===== src/rtl/lim_timer.sv =====
module lim_timer #(
  parameter int DATA_W = 32,
  parameter int LSB    = 9,
  parameter int CNT_W  = 22
) (
  input  logic              clk,
  input  logic              rst_n,
  input  logic              tick,
  input  logic              wr_en,
  input  logic              rd_en,
  input  logic [1:0]        addr,
  input  logic [DATA_W-1:0] wdata,
  output logic [DATA_W-1:0] rdata,
  output logic              irq
);
  localparam logic [CNT_W-1:0] FULL = '1;
  localparam logic [CNT_W-1:0] ONE  = {{(CNT_W-1){1'b0}}, 1'b1};
  localparam int PAD = DATA_W - CNT_W;

  logic [CNT_W-1:0] cnt, lim;
  logic             reached;

  wire [CNT_W-1:0] term    = (lim == '0) ? FULL : lim;
  wire [CNT_W-1:0] cnt_inc = cnt + ONE;
  wire             at_term = (cnt == term);
  wire             reach   = tick && !at_term && (cnt_inc == term);
  wire             wr_lim  = wr_en && (addr == 2'd0);
  wire             wr_nr   = wr_en && (addr == 2'd2);
  wire             ack     = rd_en && (addr == 2'd0);

  always_ff @(posedge clk) begin
    if (!rst_n) begin
      cnt     <= '0;
      lim     <= '0;
      reached <= 1'b0;
      irq     <= 1'b0;
    end else begin
      if (wr_lim || wr_nr)
        lim <= wdata[LSB +: CNT_W];

      if (wr_lim)
        cnt <= '0;
      else if (tick)
        cnt <= at_term ? '0 : cnt_inc;

      if (reach && !wr_lim) begin
        reached <= 1'b1;
        irq     <= 1'b1;
      end else begin
        if (ack)
          reached <= 1'b0;
        if (ack || wr_lim)
          irq <= 1'b0;
      end
    end
  end

  wire [DATA_W-1:0] cnt_word = {{PAD{1'b0}}, cnt} << LSB;
  wire [DATA_W-1:0] lim_word = {{PAD{1'b0}}, lim} << LSB;

  always_comb begin
    case (addr)
      2'd0:    rdata = lim_word;
      2'd1:    rdata = cnt_word | {reached, {(DATA_W-1){1'b0}}};
      2'd3:    rdata = {{(DATA_W-2){1'b0}}, reached, irq};
      default: rdata = '0;
    endcase
  end
endmodule


===== config.mk =====
export PLATFORM = sky130hd
export DESIGN_NAME = lim_timer
export DESIGN_NICKNAME = d
export VERILOG_FILES = /design/src/rtl/lim_timer.sv
export SDC_FILE = /design/constraint.sdc
export NUM_CORES = 1
export LEC_CHECK = 0
export ABC_AREA = 0
export BUFFER_PORTS_ARGS = -buffer_cell sky130_fd_sc_hd__buf_2
export CORE_AREA = 2 2 92 94
export CTS_CLUSTER_DIAMETER = 40
export CTS_CLUSTER_SIZE = 40
export DETAILED_ROUTE_END_ITERATION = 8
export DIE_AREA = 0 0 94 96
export GPL_TIMING_DRIVEN = 0
export PLACE_DENSITY_LB_ADDON = 0.15
export SYNTH_ARGS = -nofsm -noshare
export SYNTH_HDL_FRONTEND = slang
export SYNTH_SLANG_ARGS = --single-unit
export TNS_END_PERCENT = 30

===== constraint.sdc =====
create_clock -name clk -period 2.15 [get_ports clk]
set_input_delay 0.215 -clock clk [delete_from_list [all_inputs] [get_ports clk]]
set_output_delay 0.215 -clock clk [all_outputs]
set_load 0.01 [all_outputs]

==> metrics <==
site row count 33; Max Clk Rate between 300 and 400 MHz; pwr/cell area 447 nW/um^2; failing checks negative setup slack; Die W 94 microns; GR Overflow Total 0; first-pass GRT wire length 21.5 mm; antenna violations before repair 0; Crit path arrival time 2.82 ns; Placer Congestion 0.967; CORE AREA 8050 sq um; initial DRC count 390; total clock sinks 46; min-delay worst type in -> reg; asr flop ratio synth 0%; Post-Synthesis Cells 552; Detailed Place HPWL about 10 mm; vias in the first global route approximately 4,200; CP Launch Type register; Critical Path Fanout Max 7; largest net degree at the start of global routing 15; status finished with violations; EDFF count, synth 0; synthesized area 4120 sq um; Root Driver clkbuf_8; die area 9020 sq um; Avg Cell Area, Syn roughly 7.5 sq um; post-layout util 65.2%; fin nets 683; wire length per cell 18.6 microns; Final ANT Viol Nets 0; DRC viols 0; power after layout between 2000 and 2500 uW; # IOs 72; cts hold-fix bufs 0; DR pass1 iterations 5; final hold vios 0; CTS HTree Levels 2; Inserted Clock Buffers 5; clock slew at reported path FFs about 0.1 ns; Pins Over Slew Limit 0; area of the multi-input gates 3140 sq um; hold_ws 0.130 ns; Initial Util 51.1%; minimum clock period 2.56 ns; die height 96 microns; Worst Slack Setup Final -0.410 ns; most frequent cells in the layout nand2_1 (87), buf_2 (61), nor2_1 (46), buf_4 (40), mux2i_1 (27); Non-Filler Instances 749; via-per-instance ratio 6.10; worst-skew pair later-pin latency 0.31 ns; Max rail drop VDD 418 uV; max cap viols 0; Tightest Pin Transition approximately 0.8 ns; WP data required between 2 and 2.5 ns; Yosys cell types 72; CTS max path bufs 2; share of layout cells above drive strength 1 roughly a third; Pleak 0.00213 uW; Synth Register Bits 46; antenna cells 0; commonest non-fill, non-tap cell in the layout nand2_1; Placement Setup Slack -0.681 ns; YS warnings 0; area growth from synthesis to final layout 27.5%; sequential share of the synthesized area 22.4%; number of buffers added on ports 52; Crit. End Element register; CTS tree done; placed insts 715; Final Skew 0.0100 ns; routed wire length between 10 and 15 mm; kind of critical path reg -> reg; fill count 753; Most used DFF post-synth dfxtp_1; area occupied by registers 955 sq um; Final period util 119%; overall routing resource usage a little under a third; RSZ-0062 raised after global routing yes; vias 4,571; Finish-stage setup viols 24; Max-slew headroom 46.0%
synth_stat cells (3+ instances only):
cell        n  share of area (%)
and4_1      6                1.3
a31oi_1     5               0.76
nand3b_1    3               0.55
buf_6       3               0.82
and2_1      4               0.61
nor4_2      5                1.5
a21boi_0   24                4.4
o21ai_0    17                2.1
buf_4      12                2.2
nand4_1    16                2.4
xor2_1     18                3.8
nand4_2     5                1.5
buf_2      23                2.8
nand2b_1    7                1.1
nand3_1    18                2.2
clkbuf_1   16                1.5
a211oi_1    4               0.73
dfxtp_1    46                 22
nor4_1      7                1.1
inv_1       5               0.46
nand2_1    89                8.1
a21oi_1    26                3.2
buf_1       4               0.36
nand4b_1    3               0.64
and3_1      8                1.2
nor3_1     15                1.8
o211ai_1    3               0.55
nor2_1     52                4.7
or3_1       5               0.76
a2111oi_0   5                1.1
mux2i_1    27                6.6
o21ai_1     3               0.36
xnor2_1    16                3.4
registers in the layout (all words and copies together), names as in the netlist:
signal   flops
cnt         22
lim         22
irq          1
reached      1
cell type report:
type / count / area share (%)
tap: 105 / 2.50
sequential: 46 / 18.2
timing repair buffer: 80 / 9.51
clock buffer: 5 / 1.31
multi-input combinational: 446 / 59.9
inverter: 5 / 0.358
clock inverter: 3 / 0.763
buffer: 59 / 7.49
path summary, 6_finish.rpt:
kind | cells past startpoint | slack, ns | end | startpoint
max reg2reg | 9 | -0.41 | reached | cnt[17]
max | 9 | -0.41 | reached | cnt[17]
min reg2reg | 2 | 0.48 | reached | reached
min | 3 | 0.13 | lim[11] | wdata[20]
worst max-delay path, stage by stage, from the launching register on:
cell and delay [ns]:
dfxtp_1 0.31, buf_2 0.19, and4_2 0.31, nand4_1 0.17, or4b_4 0.59, nand3_1 0.12
nand4_1 0.11, nor4b_1 0.29, nand4_1 0.29, nand2_1 0.12
metrics by stage:
stage	instance area [sq um]	setup TNS [ns]
CTS	5050	-7.21
finish	5250	-6.96
global route	5250	-9.82
global placement	4610	-10.92
detailed placement	4610	-11.21
floorplan	4220	-0.00204
power by group:
part	switching, uW	internal, uW	total, uW
combinational	422	342	764
sequential	36.2	875	911
clock	327	343	670
routing by layer:
metal | global-route usage [%] | share of wire [%] | vias to the layer above
li1 | - | - | 2138
met1 | 40.3 | 42 | 2096
met2 | 48.6 | 45 | 278
met3 | 4.86 | 8.6 | 59
met4 | 15.6 | 4.5 | 0
met5 | 0 | 0 | -
cell families after synthesis:
| group | synth area share (%) |
|---|---|
| AND/OR/NAND/NOR | 34.5 |
| AO/OA/AOI/OAI | 19.1 |
| buffers and inverters | 8.69 |
| flip-flops | 22.4 |
| XOR/XNOR | 8.36 |
| multiplexers | 6.57 |
| adder cells (fa/ha/maj) | 0.304 |
| other | 0.0911 |
repair_timing:
action                                  4_1_cts  5_1_grt
setup buffers                                20        8
pin swaps                                    25       18
gates resized for setup                      51       34
endpoints found under the setup margin       24       24
Note: power is estimated with default switching activity, not from simulation.
